==> src/rtl/alu_pkg.sv <==
// Package: shared types for the bit-sliced ALU.
// Assumes: operation codes are 3 bits wide and fixed; the top bit marks
// the subtracting operations (subtract and less-than).
package alu_pkg;

    typedef enum logic [2:0] {
        OP_AND = 3'b000,
        OP_OR  = 3'b001,
        OP_ADD = 3'b010,
        OP_SUB = 3'b110,
        OP_SLT = 3'b111
    } alu_op_e;

    // Source of each cell's result bit
    typedef enum logic [2:0] {
        SEL_AND  = 3'd0,
        SEL_OR   = 3'd1,
        SEL_SUM  = 3'd2,
        SEL_LESS = 3'd3,
        SEL_ZERO = 3'd4
    } cell_sel_e;

endpackage

==> src/rtl/alu_ctrl.sv <==
// Module: alu_ctrl
// Decodes the 3-bit operation code into the controls shared by every cell.
// Assumes: codes outside the five defined ones select a forced-zero result.
// The top code bit drives both operand-B inversion and the lowest carry-in.
module alu_ctrl
    import alu_pkg::*;
(
    input  logic [2:0] op_code,
    output logic       b_invert,
    output logic       carry_seed,
    output cell_sel_e  cell_sel,
    output logic       arith_op
);

    // Invert and carry seed come straight from the top code bit
    always_comb begin
        b_invert   = op_code[2];
        carry_seed = op_code[2];
    end

    // Pick the cell output source and mark add/subtract for the flags
    always_comb begin
        cell_sel = SEL_ZERO;
        arith_op = 1'b0;
        case (op_code)
            OP_AND: cell_sel = SEL_AND;
            OP_OR:  cell_sel = SEL_OR;
            OP_ADD: begin
                cell_sel = SEL_SUM;
                arith_op = 1'b1;
            end
            OP_SUB: begin
                cell_sel = SEL_SUM;
                arith_op = 1'b1;
            end
            OP_SLT: cell_sel = SEL_LESS;
            default: begin
                cell_sel = SEL_ZERO;
                arith_op = 1'b0;
            end
        endcase
    end

    // an unused code never drives the adder result or the flags
    always_comb begin
        if (!(op_code inside {OP_AND, OP_OR, OP_ADD, OP_SUB, OP_SLT})) begin
            p_unused_sel_r8: assert (cell_sel == SEL_ZERO && !arith_op)
                else $error("unused code did not select zero");
        end
    end

endmodule

==> src/rtl/alu_cell.sv <==
// Module: alu_cell
// One bit of the ALU: AND, OR and a full adder, with a multiplexer that
// picks the bit's result. The second operand is optionally inverted first.
// Assumes: 'less' is only non-zero on the lowest cell.
module alu_cell
    import alu_pkg::*;
(
    input  logic      a,
    input  logic      b,
    input  logic      b_invert,
    input  logic      carry_in,
    input  logic      less,
    input  cell_sel_e sel,
    output logic      res,
    output logic      sum,
    output logic      carry_out
);

    logic b_eff;

    // Full adder on a and the possibly inverted b
    always_comb begin
        b_eff     = b ^ b_invert;
        sum       = a ^ b_eff ^ carry_in;
        carry_out = (a & b_eff) | (a & carry_in) | (b_eff & carry_in);
    end

    // Output multiplexer
    always_comb begin
        case (sel)
            SEL_AND:  res = a & b;
            SEL_OR:   res = a | b;
            SEL_SUM:  res = sum;
            SEL_LESS: res = less;
            default:  res = 1'b0;
        endcase
    end

endmodule

==> src/rtl/alu_flags.sv <==
// Module: alu_flags
// Derives the zero, carry-out and overflow flags, and the less-than bit
// that is fed back into bit 0 of the result.
// Assumes: carry inputs are those into and out of the most significant cell.
module alu_flags #(
    parameter int WIDTH = 32
) (
    input  logic [WIDTH-1:0] result,
    input  logic             msb_sum,
    input  logic             msb_carry_in,
    input  logic             msb_carry_out,
    input  logic             arith_op,
    output logic             set_less,
    output logic             zero,
    output logic             carry_out,
    output logic             overflow
);

    logic ovf_raw;

    // Signed overflow of the adder and the overflow-corrected sign
    always_comb begin
        ovf_raw  = msb_carry_in ^ msb_carry_out;
        set_less = msb_sum ^ ovf_raw;
    end

    // Flags reported at the ports
    always_comb begin
        zero      = ~|result;
        carry_out = arith_op & msb_carry_out;
        overflow  = arith_op & ovf_raw;
    end

    // zero flag agrees with the population of the result
    always_comb begin
        p_zero_count_r6: assert (zero == ($countones(result) == 0))
            else $error("zero flag disagrees with result");
    end

endmodule

==> src/rtl/alu_bitslice32.sv <==
// Module: alu_bitslice32
// Combinational ALU built from WIDTH identical one-bit cells with a ripple
// carry. Supports AND, OR, add, subtract and signed set-on-less-than.
// Assumes: WIDTH >= 2; no clock or reset (pure combinational path).
module alu_bitslice32
    import alu_pkg::*;
#(
    parameter int WIDTH = 32
) (
    input  logic [WIDTH-1:0] opnd_a,
    input  logic [WIDTH-1:0] opnd_b,
    input  logic [2:0]       op_code,
    output logic [WIDTH-1:0] result,
    output logic             zero,
    output logic             carry_out,
    output logic             overflow
);

    localparam int MSB = WIDTH - 1;

    logic             b_invert;
    logic             carry_seed;
    logic             arith_op;
    cell_sel_e        cell_sel;
    logic [WIDTH:0]   carry;
    logic [WIDTH-1:0] sum_bits;
    logic             set_less;

    alu_ctrl u_ctrl (
        .op_code    (op_code),
        .b_invert   (b_invert),
        .carry_seed (carry_seed),
        .cell_sel   (cell_sel),
        .arith_op   (arith_op)
    );

    assign carry[0] = carry_seed;

    // Replicate one cell per bit; only cell 0 receives the less-than bit
    for (genvar i = 0; i < WIDTH; i++) begin : g_cell
        logic less_in;
        if (i == 0) begin : g_lsb
            assign less_in = set_less;
        end else begin : g_upper
            assign less_in = 1'b0;
        end
        alu_cell u_cell (
            .a         (opnd_a[i]),
            .b         (opnd_b[i]),
            .b_invert  (b_invert),
            .carry_in  (carry[i]),
            .less      (less_in),
            .sel       (cell_sel),
            .res       (result[i]),
            .sum       (sum_bits[i]),
            .carry_out (carry[i+1])
        );
    end

    alu_flags #(.WIDTH(WIDTH)) u_flags (
        .result        (result),
        .msb_sum       (sum_bits[MSB]),
        .msb_carry_in  (carry[MSB]),
        .msb_carry_out (carry[WIDTH]),
        .arith_op      (arith_op),
        .set_less      (set_less),
        .zero          (zero),
        .carry_out     (carry_out),
        .overflow      (overflow)
    );

    // the rippled adder equals the behavioural sum or difference
    always_comb begin
        if (op_code == OP_ADD) begin
            p_add_value_r3: assert (result == WIDTH'(opnd_a + opnd_b) && result == sum_bits)
                else $error("add result mismatch");
        end
        if (op_code == OP_SUB) begin
            p_sub_value_r4: assert (result == WIDTH'(opnd_a - opnd_b))
                else $error("subtract result mismatch");
        end
    end

    // less-than only ever sets bit 0, and matches a signed compare
    always_comb begin
        if (op_code == OP_SLT) begin
            p_slt_upper_r5: assert (result[MSB:1] == '0 &&
                                    result[0] == ($signed(opnd_a) < $signed(opnd_b)))
                else $error("less-than result mismatch");
        end
    end

    // add overflow follows operand and result signs; no flags on logic ops
    always_comb begin
        if (op_code == OP_ADD) begin
            p_add_overflow_r7: assert (overflow ==
                ((opnd_a[MSB] == opnd_b[MSB]) && (result[MSB] != opnd_a[MSB])))
                else $error("add overflow mismatch");
        end
        if (op_code inside {OP_AND, OP_OR, OP_SLT}) begin
            p_no_overflow_r7: assert (!overflow && !carry_out)
                else $error("flag raised on non-arithmetic code");
        end
    end

    // unused codes leave everything cleared
    always_comb begin
        if (op_code inside {3'b011, 3'b100, 3'b101}) begin
            p_unused_out_r8: assert (result == '0 && zero && !carry_out && !overflow)
                else $error("unused code produced output");
        end
    end

endmodule

==> config.mk <==
export PLATFORM = sky130hd
export DESIGN_NAME = alu_bitslice32
export DESIGN_NICKNAME = d
export VERILOG_FILES = /design/src/rtl/alu_pkg.sv /design/src/rtl/alu_ctrl.sv /design/src/rtl/alu_cell.sv /design/src/rtl/alu_flags.sv /design/src/rtl/alu_bitslice32.sv
export SDC_FILE = /design/constraint.sdc
export NUM_CORES = 1
export LEC_CHECK = 0
export ABC_AREA = 1
export BUFFER_PORTS_ARGS = -buffer_cell sky130_fd_sc_hd__clkbuf_2
export CORE_MARGIN = 2
export CORE_UTILIZATION = 57
export DETAILED_ROUTE_END_ITERATION = 8
export PLACE_DENSITY = 0.95
export SETUP_SLACK_MARGIN = 0.5
export SLEW_MARGIN = 5
export SYNTH_ARGS = -nofsm -noshare
export SYNTH_HDL_FRONTEND = slang
export SYNTH_SLANG_ARGS = --single-unit
==> constraint.sdc <==
create_clock -name vclk -period 32.4
set_input_delay 6.48 -clock vclk [all_inputs]
set_output_delay 6.48 -clock vclk [all_outputs]
set_load 0.01 [all_outputs]
Yosys cells after proc, flatten, opt, wreduce, memory -nomap -nowiden

Cells that the tools add are included.

Bits in registers: 0
Bits of input ports: 67
Output and inout bits: 35
Logic and storage cells: 370

Equal/unequal tests: 7
Multiplexer cells: 34
Bitwise gates (word level): 324
Reduce and logical (&&, ||, !) cells: 5

Operators with widths:

| operator             | count |
|---|---|
| $and A1 B1 Y1        | 130 |
| $xor A1 B1 Y1        | 98 |
| $or A1 B1 Y1         | 96 |
| $pmux W1 S3          | 31 |
| $reduce_or A32 Y1    | 1 |
| $pmux W3 S4          | 1 |
| $eq A3 B2 Y1 const B | 3 |
| $eq A3 B1 Y1 const B | 2 |
| $eq A3 B3 Y1 const B | 2 |
| $logic_not A3 Y1     | 2 |
| $pmux W1 S4          | 1 |
| $reduce_or A2 Y1     | 1 |
| $logic_not A1 Y1     | 1 |
| $mux W1              | 1 |

Longest topological paths before layout

Word-level depth: 102
Mapped depth: 48
Depth with buffers taken out: 45

Modules after synthesis

Synthesis repeated with hierarchy kept, for this count alone.

Cell total of the unflattened synthesis: 628
Area, all modules: 3144.3 um^2

Modules (own cells, without submodules):

| module         | times used | cells an instance | area each (um^2) |
|---|---|---|---|
| alu_cell       | 32         | 18                | 91.3 |
| alu_flags      | 1          | 37                | 148.9 |
| alu_ctrl       | 1          | 14                | 68.8 |
| alu_bitslice32 | 1          | 1                 | 3.8 |

Least setup slack after synthesis

No wires, ideal clock.

Path type: input -> output
Start point: input op_code[2]
End point: output zero
Data arrival time: 18807 ps
Setup slack: 7113 ps
Stages: 47
Buffers on the path: 3
Cell sequence: buf_4 inv_2 buf_6 buf_4 nor2_1 nor2_1 fa_1 fa_1 inv_1 fa_1 fa_1 fa_1 fa_1 fa_1 fa_1 fa_1 fa_1 fa_1 [... 11 more ...] fa_1 fa_1 fa_1 fa_1 fa_1 fa_1 fa_1 inv_1 fa_1 fa_1 inv_1 nand2_1 nand3_1 nor2_1 nand2_1 nor2_1 nand2_1 nor2_1

Elaborated cells on any way between the ends: 303

RTL lines:

| item                       | line                 | text |
|---|---|---|
| from (decl)                | alu_bitslice32.sv:12 | `input logic [2:0] op_code,` |
| $xor A1 B1 Y1              | alu_cell.sv:23       | `b_eff = b ^ b_invert;` |
| $and A1 B1 Y1              | alu_cell.sv:25       | `carry_out = (a & b_eff) \| (a & carry_in) \| (b_eff & carry_in);` |
| $or A1 B1 Y1 (2 in series) | alu_cell.sv:25       |  |
| $and A1 B1 Y1              | alu_cell.sv:25       |  |
| $or A1 B1 Y1 (2 in series) | alu_cell.sv:25       |  |
| $and A1 B1 Y1              | alu_cell.sv:25       |  |
| $or A1 B1 Y1 (2 in series) | alu_cell.sv:25       |  |
| $and A1 B1 Y1              | alu_cell.sv:25       |  |
| [... 78 more ...]          | --                   |  |
| $or A1 B1 Y1 (2 in series) | alu_cell.sv:25       |  |
| $and A1 B1 Y1              | alu_cell.sv:25       |  |
| $or A1 B1 Y1 (2 in series) | alu_cell.sv:25       |  |
| $xor A1 B1 Y1              | alu_cell.sv:24       | `sum = a ^ b_eff ^ carry_in;` |
| $pmux W1 S3 *              | alu_cell.sv:30       | `case (sel)` |
| via g_cell[31].u_cell.res  | alu_cell.sv:14       | `output logic res,` |
| $reduce_or A32 Y1 *        | alu_flags.sv:29      | `zero = ~\|result;` |
| $logic_not A1 Y1 *         | alu_flags.sv:29      |  |
| to (decl)                  | alu_bitslice32.sv:14 | `output logic zero,` |

The timed path passes the listed nets; every way through them passes the cells marked *.

Final worst setup path

Start point: input op_code[2]
End point: output zero

Longest elaborated chain between the ends: 102
Elaborated cells on any way between the ends: 303

RTL lines:

| item                       | line            | text |
|---|---|---|
| $xor A1 B1 Y1              | alu_cell.sv:23  |  |
| $and A1 B1 Y1              | alu_cell.sv:25  |  |
| $or A1 B1 Y1 (2 in series) | alu_cell.sv:25  |  |
| $and A1 B1 Y1              | alu_cell.sv:25  |  |
| $or A1 B1 Y1 (2 in series) | alu_cell.sv:25  |  |
| $and A1 B1 Y1              | alu_cell.sv:25  |  |
| $or A1 B1 Y1 (2 in series) | alu_cell.sv:25  |  |
| $and A1 B1 Y1              | alu_cell.sv:25  |  |
| [... 81 more ...]          | --              |  |
| $or A1 B1 Y1 (2 in series) | alu_cell.sv:25  |  |
| $and A1 B1 Y1              | alu_cell.sv:25  |  |
| $or A1 B1 Y1 (2 in series) | alu_cell.sv:25  |  |
| $xor A1 B1 Y1              | alu_flags.sv:23 | `ovf_raw = msb_carry_in ^ msb_carry_out;` |
| $xor A1 B1 Y1              | alu_flags.sv:24 | `set_less = msb_sum ^ ovf_raw;` |
| $pmux W1 S4                | alu_cell.sv:30  |  |
| $reduce_or A32 Y1 *        | alu_flags.sv:29 |  |
| $logic_not A1 Y1 *         | alu_flags.sv:29 |  |

Every way passes the cells marked *; elsewhere a longest branch is shown, timed or not.

==> metrics <==
status=complete, no violations; CP max stage cell=inv_2; sequential fraction of the synthesis area=0; Wirelength per Cell=11.64 um; die width=roughly 72 um; Final TNS setup=0 ps; most frequent cells in the layout=nand2_1, clkbuf_2, inv_1; total global-route track usage=0.2418; vias in the first global route=2567; Slew Limit Headroom=0.1201; fin crit share=0.8284; Max-cap violations=0; fin. max-slew vios=0; CTS-repair resized insts=0; Reg area=0 sq um; Seq Cell Count=0; post-synthesis average cell area=6.041 sq um; commonest non-fill, non-tap cell in the layout=nand2_1; site row count=24; post-CTS setup buffers=0; I/O pins=102; antenna viol nets, final=0; Post-CTS Hold Fix Bufs=0; final cell count without fillers=540; signal arrival time at the worst endpoint=20360 ps; Remaining DRCs=0; vias after detailed routing=2748; drt initial violations=between 150 and 200; largest net degree at the start of global routing=58; setup repair after global routing missed its margin=no; Worst Path Max Fanout=between 50 and 60; GRT overflow=0; Slew @ Worst Pin=1318 ps; Final setup viols=0; first-pass GRT wire length=10440 um; Cell variety after synth=20; most used cell, CP=fa_1; f_max=between 30 and 40 MHz; die area=5180 sq um; antenna cells=0; DRT Pass-1 Iters=4; crit path time final=26840 ps; Critical Path End Type=output port; Mapped Nets=~540; crit-path max cell delay=720 ps; Die H=71.98 um; final WL=6283 um; share of cells above drive strength 1=0.2398; synthesis-to-finish area growth=8.598%; Inst Count DP=540; # clk buffers=0; Initial Util=0.5967; critical path class=in -> out; Post-Route Utilization=0.6480; initial antenna violation count=0; RD Place Congestion=0.8355; Core Region=roughly 4400 sq um; HPWL after detailed placement=5077 um; worst hold path class=in -> out; peak supply drop=0.008974 mV; Final nets=a little under 600; ratio of total power to cell area=around 19 nW/um^2; Hold Vio Cnt, Final=0; CP Data Required Time=25920 ps; static leakage=0.001799 uW; via/cell ratio=5.089; synthesized instance count=436; Mapped Area=2634 sq um; Port-buffer cells=102; yosys warns=0; Worst setup SP type=input port
-- power by group --
part / leakage, uW / switching (uW) / total, uW / internal, uW
registers: 0 / 0 / 0 / 0
clock network: 0 / 0 / 0 / 0
logic: 0.00180 / 31.3 / 52.9 / 21.6
total: 0.00180 / 31.3 / 52.9 / 21.6
-- final cells by class --
cell class	count	area (sq um)
Multi-Input combinational cell	298	1951
Fill cell	420	1554
Timing Repair Buffer	103	518.0
Inverter	87	326.6
Tap cell	52	65.06
-- critical path, delay by kind of cell --
| kind | cells | cell delay (ps) |
|---|---|---|
| adders and majority gates | 31 | 11760 |
| and+or+nand+nor | 9 | 710 |
| buffers and inverters | 7 | 1380 |
-- per-layer routing --
metal | track usage | up-vias | wire, um
met5 | 0 | - | 0
met1 | 0.3076 | 1258 | 2667
met3 | 0.01389 | 4 | 384
met4 | 0.04612 | 0 | 34
li1 | - | 1379 | -
met2 | 0.4547 | 107 | 3197
-- worst paths after layout --
path | start | endpoint | slack (ps) | cells past startpoint
hold / removal | op_code[0] | carry_out | 13340 | 3
setup / recovery | op_code[2] | zero | 5560 | 47
-- cell usage after synthesis --
| cell type | n | area [sq um] |
|---|---|---|
| a21oi_1 | 1 | 5.000 |
| buf_1 | 1 | 3.750 |
| buf_2 | 11 | 55.05 |
| buf_4 | 35 | 262.8 |
| buf_6 | 3 | 33.78 |
| clkbuf_1 | 1 | 3.750 |
| fa_1 | 32 | 640.6 |
| inv_1 | 84 | 315.3 |
| inv_2 | 3 | 11.26 |
| nand2_1 | 108 | 405.4 |
| nand3_1 | 81 | 405.4 |
| nand3b_1 | 4 | 30.03 |
| nand4_1 | 3 | 18.77 |
| nor2_1 | 25 | 93.84 |
| nor2_2 | 2 | 12.51 |
| nor3_1 | 2 | 10.01 |
| o21ai_0 | 1 | 5.000 |
| or2_2 | 8 | 50.05 |
| xnor2_1 | 3 | 26.28 |
| xor2_1 | 28 | 245.2 |
-- logic make-up (layout without fill, tap and decap cells) --
family	after synthesis	in the layout	synth area share
AOI/OAI and AO/OA	2	2	0.003797
xor gates and xnor gates	31	31	0.1031
adders and majority gates	32	32	0.2432
buffers and inverters	138	190	0.2603
and+or+nand+nor	233	233	0.3896
-- metrics by stage --
stage / area (sq um) / total power [uW] / setup WS, ps / hold WS, ps
final: 2860 / 52.95 / 5560 / 13340
after global placement: 2860 / 50.29 / 5984 / 13330
after global routing: 2860 / 60.51 / 4951 / 13390
after floorplan: 2634 / 41.79 / 7113 / 13070
after CTS: 2860 / 53.00 / 5627 / 13340
after detailed placement: 2860 / 52.73 / 5634 / 13340
Power figures use the tool's default switching activity.
